## src/rtl/smooth_pkg.sv

```systemverilog
package smooth_pkg;

    localparam int unsigned BYTE_W    = 8;
    localparam int unsigned KEEP_DEF  = 188;
    localparam int unsigned SPAN_DEF  = 204;
    localparam int unsigned DEPTH_DEF = 256;

    // One stored byte together with its frame markers
    typedef struct packed {
        logic              bad;
        logic              sof;
        logic [BYTE_W-1:0] data;
    } cell_t;

    typedef enum logic {
        FORM_PAR = 1'b0,
        FORM_SER = 1'b1
    } form_e;

    // Pointer advance with wrap at an arbitrary depth
    function automatic int unsigned wrap_inc(input int unsigned ptr, input int unsigned depth);
        return (ptr == depth - 1) ? 0 : ptr + 1;
    endfunction

endpackage

```

## src/rtl/smooth_pacer.sv

```systemverilog
module smooth_pacer
    import smooth_pkg::*;
#(
    parameter int unsigned KEEP = KEEP_DEF,
    parameter int unsigned SPAN = SPAN_DEF
) (
    input  logic clk,
    input  logic rst,
    input  logic tick,
    output logic slot
);
    localparam int unsigned ACC_W = $clog2(SPAN) + 1;

    logic [ACC_W-1:0] acc_q;
    logic [ACC_W-1:0] sum;
    logic             hit;

    always_comb begin
        sum  = acc_q + ACC_W'(KEEP);
        hit  = (sum >= ACC_W'(SPAN));
        slot = tick && hit;
    end

    always_ff @(posedge clk) begin
        if (rst) begin
            acc_q <= '0;
        end else if (tick) begin
            acc_q <= hit ? (sum - ACC_W'(SPAN)) : sum;
        end
    end

endmodule

```

## src/rtl/smooth_fifo.sv

```systemverilog
module smooth_fifo
    import smooth_pkg::*;
#(
    parameter int unsigned DEPTH = DEPTH_DEF
) (
    input  logic  clk,
    input  logic  rst,
    input  logic  push,
    input  cell_t wcell,
    input  logic  pop,
    output cell_t rcell,
    output logic  empty,
    output logic  full
);
    localparam int unsigned AW = (DEPTH > 1) ? $clog2(DEPTH) : 1;
    localparam int unsigned CW = $clog2(DEPTH + 1);
    localparam bit          POW2 = (DEPTH == (1 << AW));

    cell_t          mem [DEPTH];
    logic [AW-1:0]  wptr_q, rptr_q;
    logic [AW-1:0]  wptr_nx, rptr_nx;
    logic [CW-1:0]  cnt_q;
    logic           do_wr, do_rd;

    assign empty = (cnt_q == '0);
    assign full  = (cnt_q == CW'(DEPTH));
    assign do_wr = push && !full;
    assign do_rd = pop && !empty;
    assign rcell = mem[rptr_q];

    generate
        if (POW2) begin : g_pow2
            assign wptr_nx = wptr_q + 1'b1;
            assign rptr_nx = rptr_q + 1'b1;
        end else begin : g_wrap
            assign wptr_nx = AW'(wrap_inc(int'(wptr_q), DEPTH));
            assign rptr_nx = AW'(wrap_inc(int'(rptr_q), DEPTH));
        end
    endgenerate

    always_ff @(posedge clk) begin
        if (do_wr) begin
            mem[wptr_q] <= wcell;
        end
    end

    always_ff @(posedge clk) begin
        if (rst) begin
            wptr_q <= '0;
            rptr_q <= '0;
            cnt_q  <= '0;
        end else begin
            if (do_wr) wptr_q <= wptr_nx;
            if (do_rd) rptr_q <= rptr_nx;
            case ({do_wr, do_rd})
                2'b10:   cnt_q <= cnt_q + 1'b1;
                2'b01:   cnt_q <= cnt_q - 1'b1;
                default: cnt_q <= cnt_q;
            endcase
        end
    end

endmodule

```

## src/rtl/smooth_ser.sv

```systemverilog
module smooth_ser
    import smooth_pkg::*;
(
    input  logic  clk,
    input  logic  rst,
    input  logic  load,
    input  cell_t lcell,
    output logic  ready,
    output logic  active,
    output logic  sbit,
    output logic  first,
    output logic  bad
);
    localparam int unsigned CW = $clog2(BYTE_W);

    logic [BYTE_W-1:0] shreg_q;
    logic [CW-1:0]     pos_q;
    logic              act_q;
    logic              sof_q;
    logic              bad_q;
    logic              last;

    assign last   = (pos_q == CW'(BYTE_W - 1));
    assign ready  = !act_q || last;
    assign active = act_q;
    assign sbit   = shreg_q[BYTE_W-1];
    assign first  = act_q && (pos_q == '0) && sof_q;
    assign bad    = act_q && bad_q;

    always_ff @(posedge clk) begin
        if (rst) begin
            shreg_q <= '0;
            pos_q   <= '0;
            act_q   <= 1'b0;
            sof_q   <= 1'b0;
            bad_q   <= 1'b0;
        end else if (load) begin
            shreg_q <= lcell.data;
            pos_q   <= '0;
            act_q   <= 1'b1;
            sof_q   <= lcell.sof;
            bad_q   <= lcell.bad;
        end else if (act_q) begin
            shreg_q <= {shreg_q[BYTE_W-2:0], 1'b0};
            pos_q   <= pos_q + 1'b1;
            if (last) act_q <= 1'b0;
        end
    end

endmodule

```

## src/rtl/fec_rate_smoother.sv

```systemverilog
module fec_rate_smoother
    import smooth_pkg::*;
#(
    parameter int unsigned KEEP  = KEEP_DEF,
    parameter int unsigned SPAN  = SPAN_DEF,
    parameter int unsigned DEPTH = DEPTH_DEF
) (
    input  logic              clk,
    input  logic              rst,
    input  logic              serial_mode,
    input  logic              in_tick,
    input  logic              in_valid,
    input  logic [BYTE_W-1:0] in_data,
    input  logic              in_sof,
    input  logic              in_bad,
    output logic              par_valid,
    output logic [BYTE_W-1:0] par_data,
    output logic              ser_valid,
    output logic              ser_bit,
    output logic              frm_sof,
    output logic              frm_bad,
    output logic              overflow
);
    logic   slot;
    logic   buf_empty, buf_full;
    logic   wr_req, rd_go;
    logic   bad_lat_q;
    logic   ovf_q;
    cell_t  wcell, rcell;
    form_e  form;
    logic   ser_ready, ser_act, ser_first, ser_bad;

    // Parallel output register
    logic              pv_q;
    logic [BYTE_W-1:0] pd_q;
    logic              psof_q, pbad_q;

    assign form   = serial_mode ? FORM_SER : FORM_PAR;
    assign wr_req = in_tick && in_valid;

    always_comb begin
        wcell.data = in_data;
        wcell.sof  = in_sof;
        wcell.bad  = in_sof ? in_bad : bad_lat_q;
    end

    // A byte leaves only when the serializer can take a new byte right
    // away, so the two output forms never overlap.
    assign rd_go = slot && !buf_empty && ser_ready;

    smooth_pacer #(
        .KEEP (KEEP),
        .SPAN (SPAN)
    ) u_pacer (
        .clk  (clk),
        .rst  (rst),
        .tick (in_tick),
        .slot (slot)
    );

    smooth_fifo #(
        .DEPTH (DEPTH)
    ) u_fifo (
        .clk   (clk),
        .rst   (rst),
        .push  (wr_req),
        .wcell (wcell),
        .pop   (rd_go),
        .rcell (rcell),
        .empty (buf_empty),
        .full  (buf_full)
    );

    smooth_ser u_ser (
        .clk    (clk),
        .rst    (rst),
        .load   (rd_go && (form == FORM_SER)),
        .lcell  (rcell),
        .ready  (ser_ready),
        .active (ser_act),
        .sbit   (ser_bit),
        .first  (ser_first),
        .bad    (ser_bad)
    );

    always_ff @(posedge clk) begin
        if (rst) begin
            bad_lat_q <= 1'b0;
            ovf_q     <= 1'b0;
        end else begin
            if (wr_req && in_sof) bad_lat_q <= in_bad;
            if (wr_req && buf_full) ovf_q <= 1'b1;
        end
    end

    always_ff @(posedge clk) begin
        if (rst) begin
            pv_q   <= 1'b0;
            pd_q   <= '0;
            psof_q <= 1'b0;
            pbad_q <= 1'b0;
        end else begin
            pv_q <= rd_go && (form == FORM_PAR);
            if (rd_go && (form == FORM_PAR)) begin
                pd_q   <= rcell.data;
                psof_q <= rcell.sof;
                pbad_q <= rcell.bad;
            end
        end
    end

    assign par_valid = pv_q;
    assign par_data  = pd_q;
    assign ser_valid = ser_act;
    assign frm_sof   = (pv_q && psof_q) || ser_first;
    assign frm_bad   = (pv_q && pbad_q) || ser_bad;
    assign overflow  = ovf_q;

endmodule

```

## config.mk

```make
export PLATFORM = sky130hd
export DESIGN_NAME = fec_rate_smoother
export DESIGN_NICKNAME = d
export VERILOG_FILES = /design/src/rtl/smooth_pkg.sv /design/src/rtl/smooth_pacer.sv /design/src/rtl/smooth_fifo.sv /design/src/rtl/smooth_ser.sv /design/src/rtl/fec_rate_smoother.sv
export SDC_FILE = /design/constraint.sdc
export NUM_CORES = 2
export LEC_CHECK = 0
export BUFFER_PORTS_ARGS = -buffer_cell sky130_fd_sc_hd__buf_4
export CORE_MARGIN = 3
export CORE_UTILIZATION = 33
export DETAILED_ROUTE_END_ITERATION = 6
export MAX_ROUTING_LAYER = met4
export SLEW_MARGIN = 30
export SYNTH_ARGS = -nofsm -noshare
export SYNTH_HDL_FRONTEND = slang
export SYNTH_SLANG_ARGS = --single-unit
```

## constraint.sdc

```tcl
create_clock -name clk -period 8.3 [get_ports clk]
set_clock_uncertainty 0.05 [all_clocks]
set_input_delay 0 -clock clk [delete_from_list [all_inputs] [get_ports clk]]
set_output_delay 0 -clock clk [all_outputs]
set_load 0.005 [all_outputs]
```

==> flow_summary.ini <==
[status]
outcome = finished, final reports clean

[pwr]
p_leak_uw = 0.0349
powerDensity_nw_per_um2 = 263
seqPwrFrac = 0.477
swShare = 0.241
irDropWorstVdd_uv = 197
p_sw_uw = 7450
combPwrFrac = 0.135
pwr-share-clk = 0.388
p_int_uw = 23500

[floorplan]
core_um2 = 310000
io_pins = 29
dieWidth_um = 566
rows = 204
die_h_um = 566
fp.dieArea_um2 = 320000
initial_core_util = 0.333

[drt]
wl_um = 288000
drc = 0
drt_iter0_drc = 7252
drt_first_pass_iters = 6
postRouteAntennaNets = 0
vias = 53000
vias_per_cell = 5.54
routedWlPerCell_um = 30.2

[synth]
yosys.area_share.adder = 0.00157
syn-num-nets = 5080
synth_top_family_by_area = multiplexers
synthDistinctLibCells = 92
yosys_register_bits = 2627
yosys_warnings = 0
syn_avg_cell_area_um2 = 20.5
synth_compound_area_frac = 0.0309
netlist_area_um2 = 103000
synth-main-ff-cell = edfxtp_1
synth_cells = 5052
ys_seq_area_frac = 0.757
synth-simple-area-share = 0.0367
synth_async_sr_flop_share = 0
synthXorXnorAreaFrac = 0.00246
muxShareOfSynthArea = 0.149
synth_edf_count = 2560

[cells_and_area]
syn_to_final_growth_pct = 13.7
final_nets = 5270
fill_cells = 27900
drive_gt1_frac = 0.263
post-route-util = 0.379

[setup_path]
cp-start-kind = register
required_ps = 9080
r2r_start = u_pacer.acc_q[2]
crit_fanout = 16
ff2ff_path_depth = 16
crit_type = reg2reg
worstSetupEndpointType = register
cp.arrival_ps = 6060
r2r_slack_ps = 3030
timing.rr.end = u_fifo.cnt_q[8]

[global_route]
grt_pass1_wl_um = 408000
grt_pass1_vias = 52300
grt_use_total = 0.183
grt_max_degree = 190
grt_antenna_before_repair = 14
grt-ovfl-total = 0

[sta]
max_freq_mhz = 190
worst_slack_ps = 3030
final.min_clock_period_ps = 5270
fin_crit_sh = 0.635
finalHoldViolations = 0
slew_headroom = 0.215
rsz0062_at_grt = false
tightest_slew_ps = 1160
setup-violations-final = 0
fin_tns_setup_ps = 0
slew_violations = 0

[clock_network]
cts_max_level = 5
cts_tree = yes
postCtsSetupBuffers = 0
cts.reportedPaths.clkPinSlew_ps = 60
insertion_delay_ps = 910
cts.sinks = 2627
clockRootBuffer = clkbuf_16
cts_buffers = 287
clk_path_buf_depth = 4

[placed_design]
place_congestion = 0.870
place_hpwl_um = 174000
io_buffers = 28
pre_cts_ws_ps = 3180

[worst_hold_path]
holdPathStages = 2
min_from = in_data[7]
hp-class = in2reg
holdPathEnd = u_fifo.mem[91][7]

[flow_run]
drv_cap = 0
[worst max-delay path, cell delays in order (launching register included)]
cell,delay [ps]
dfxtp_1,390
inv_1,150
ha_1,290
or3b_1,440
a21oi_1,220
xor2_1,700
a21oi_2,350
ha_1,500
xor2_1,230
ha_1,220
a21oi_1,260
o22ai_1,150
a221o_1,400
a21oi_1,210
a22oi_1,120
or3_1,350
a21oi_1,160
[power groups by stage]
stage / Sequential, uW / Clock (uW) / Combinational [uW]
floorplan: 14900 / 0 / 3390
finish: 14800 / 12000 / 4170
detailed placement: 15000 / 0 / 4210
global route: 14800 / 12700 / 4460
global placement: 15000 / 0 / 4170
CTS: 14800 / 12200 / 4240
[per-layer routing]
metal | part of all wire | global-route usage | wire length, um
met5 | 0 | - | 0
met4 | 0.033 | 0.0597 | 9650
met3 | 0.094 | 0.0396 | 27100
met2 | 0.47 | 0.277 | 135000
met1 | 0.41 | 0.247 | 117000
[how the worst max path moves through the flow]
| stage | start | slack, ps | endpoint |
|---|---|---|---|
| finish | u_pacer.acc_q[2] | 3030 | u_fifo.cnt_q[8] |
| global route | u_pacer.acc_q[2] | 2750 | u_fifo.cnt_q[8] |
| floorplan | u_pacer.acc_q[2] | 3830 | u_fifo.cnt_q[8] |
| global placement | u_pacer.acc_q[2] | 3280 | u_fifo.cnt_q[8] |
| CTS | u_pacer.acc_q[2] | 3120 | u_fifo.cnt_q[8] |
| detailed placement | u_pacer.acc_q[2] | 3180 | u_fifo.cnt_q[8] |
[sequential cells by signal, summed over array words and instances, names as in the netlist, named ones only]
register	cells
u_fifo.mem	2560
u_fifo.cnt_q	9
par_data	8
u_fifo.rptr_q	8
u_fifo.wptr_q	8
u_ser.shreg_q	8
u_pacer.acc_q	7
u_ser.pos_q	3
bad_lat_q	1
overflow	1
par_valid	1
pbad_q	1
psof_q	1
u_ser.active	1
u_ser.bad_q	1
u_ser.sof_q	1
[final cells by class]
class                      count  area [um2]  share of cell area
clock inverter               135        1150             0.00982
timing repair buffer         194        1840              0.0157
clock buffer                 342        7490              0.0638
sequential                  2627       78200               0.666
antenna                       10        25.0            0.000213
tap                         4120        5150              0.0439
multi-input combinational   2113       23600               0.200
inverter                      19        73.8            0.000628
[per-stage QoR]
stage / hold slack, ps / instances / power [uW] / cell area (um2)
after global placement: 212 / 9043 / 19200 / 108000
after global routing: 199 / 9557 / 31900 / 118000
after floorplan: 48.9 / 5052 / 18300 / 103000
after detailed placement: 225 / 9047 / 19300 / 108000
after CTS: 136 / 9549 / 31200 / 117000
final: 190 / 9560 / 30900 / 118000
[cells in the mapped netlist, types with 14 or more instances]
| cell | instances | area [um2] |
|---|---|---|
| a211oi_1 | 33 | 248 |
| a21oi_1 | 64 | 320 |
| a22oi_1 | 64 | 480 |
| a31oi_1 | 21 | 131 |
| and3_1 | 15 | 93.8 |
| buf_1 | 14 | 52.6 |
| buf_12 | 24 | 480 |
| buf_2 | 83 | 415 |
| buf_4 | 33 | 248 |
| buf_6 | 39 | 439 |
| buf_8 | 14 | 210 |
| clkbuf_1 | 81 | 304 |
| dfxtp_1 | 67 | 1340 |
| edfxtp_1 | 2560 | 76900 |
| inv_1 | 16 | 60.1 |
| mux2_2 | 53 | 597 |
| mux2i_1 | 166 | 1660 |
| mux4_1 | 30 | 788 |
| mux4_2 | 550 | 12400 |
| nand2_1 | 151 | 567 |
| nand2b_1 | 28 | 175 |
| nand3_1 | 71 | 355 |
| nand4_1 | 16 | 100 |
| nor2_1 | 363 | 1360 |
| nor2b_1 | 38 | 238 |
| nor3_1 | 40 | 200 |
| nor4_1 | 16 | 100 |
| o211ai_1 | 14 | 105 |
| o21ai_0 | 49 | 245 |
| o221ai_1 | 19 | 166 |
| o22ai_1 | 78 | 488 |
| or3_1 | 16 | 100 |
| xnor2_1 | 14 | 123 |
| xor2_1 | 15 | 131 |
[cell families (layout without fill, tap and decap cells)]
family                     Yosys count  count (layout)
AOI/OAI and AO/OA                  454             454
xor gates and xnor gates            29              29
adders and majority gates           13              13
buffers and inverters              312             690
DFF                               2627            2627
muxes                              799             799
other                                0              10
and+or+nand+nor                    818             818
[cells in the final DEF (no fill, tap or decap), types with 37 or more instances in the layout]
cell       netlist  routed
edfxtp_1      2560    2560
mux4_2         550     550
clkbuf_16        0     294
nor2_2           0     213
mux2i_1        166     166
nor2_1         363     150
nand2_1        151     143
buf_4           33     136
o22ai_1         78      78
a21oi_1         64      64
a22oi_1         64      64
dfxtp_1         67      61
clkinv_1         0      60
mux2_2          53      52
nand3_1         71      51
clkbuf_1        81      50
o21ai_0         49      49
nor3_1          40      39
nor2b_1         38      37
[timing repair]
| action | 4_1_cts | 5_1_grt |
|---|---|---|
| resized for setup | 0 | 0 |
| hold buffers | 25 | 0 |
| hold endpoints to repair | 1134 | 0 |
Power figures use the tool's default switching activity.
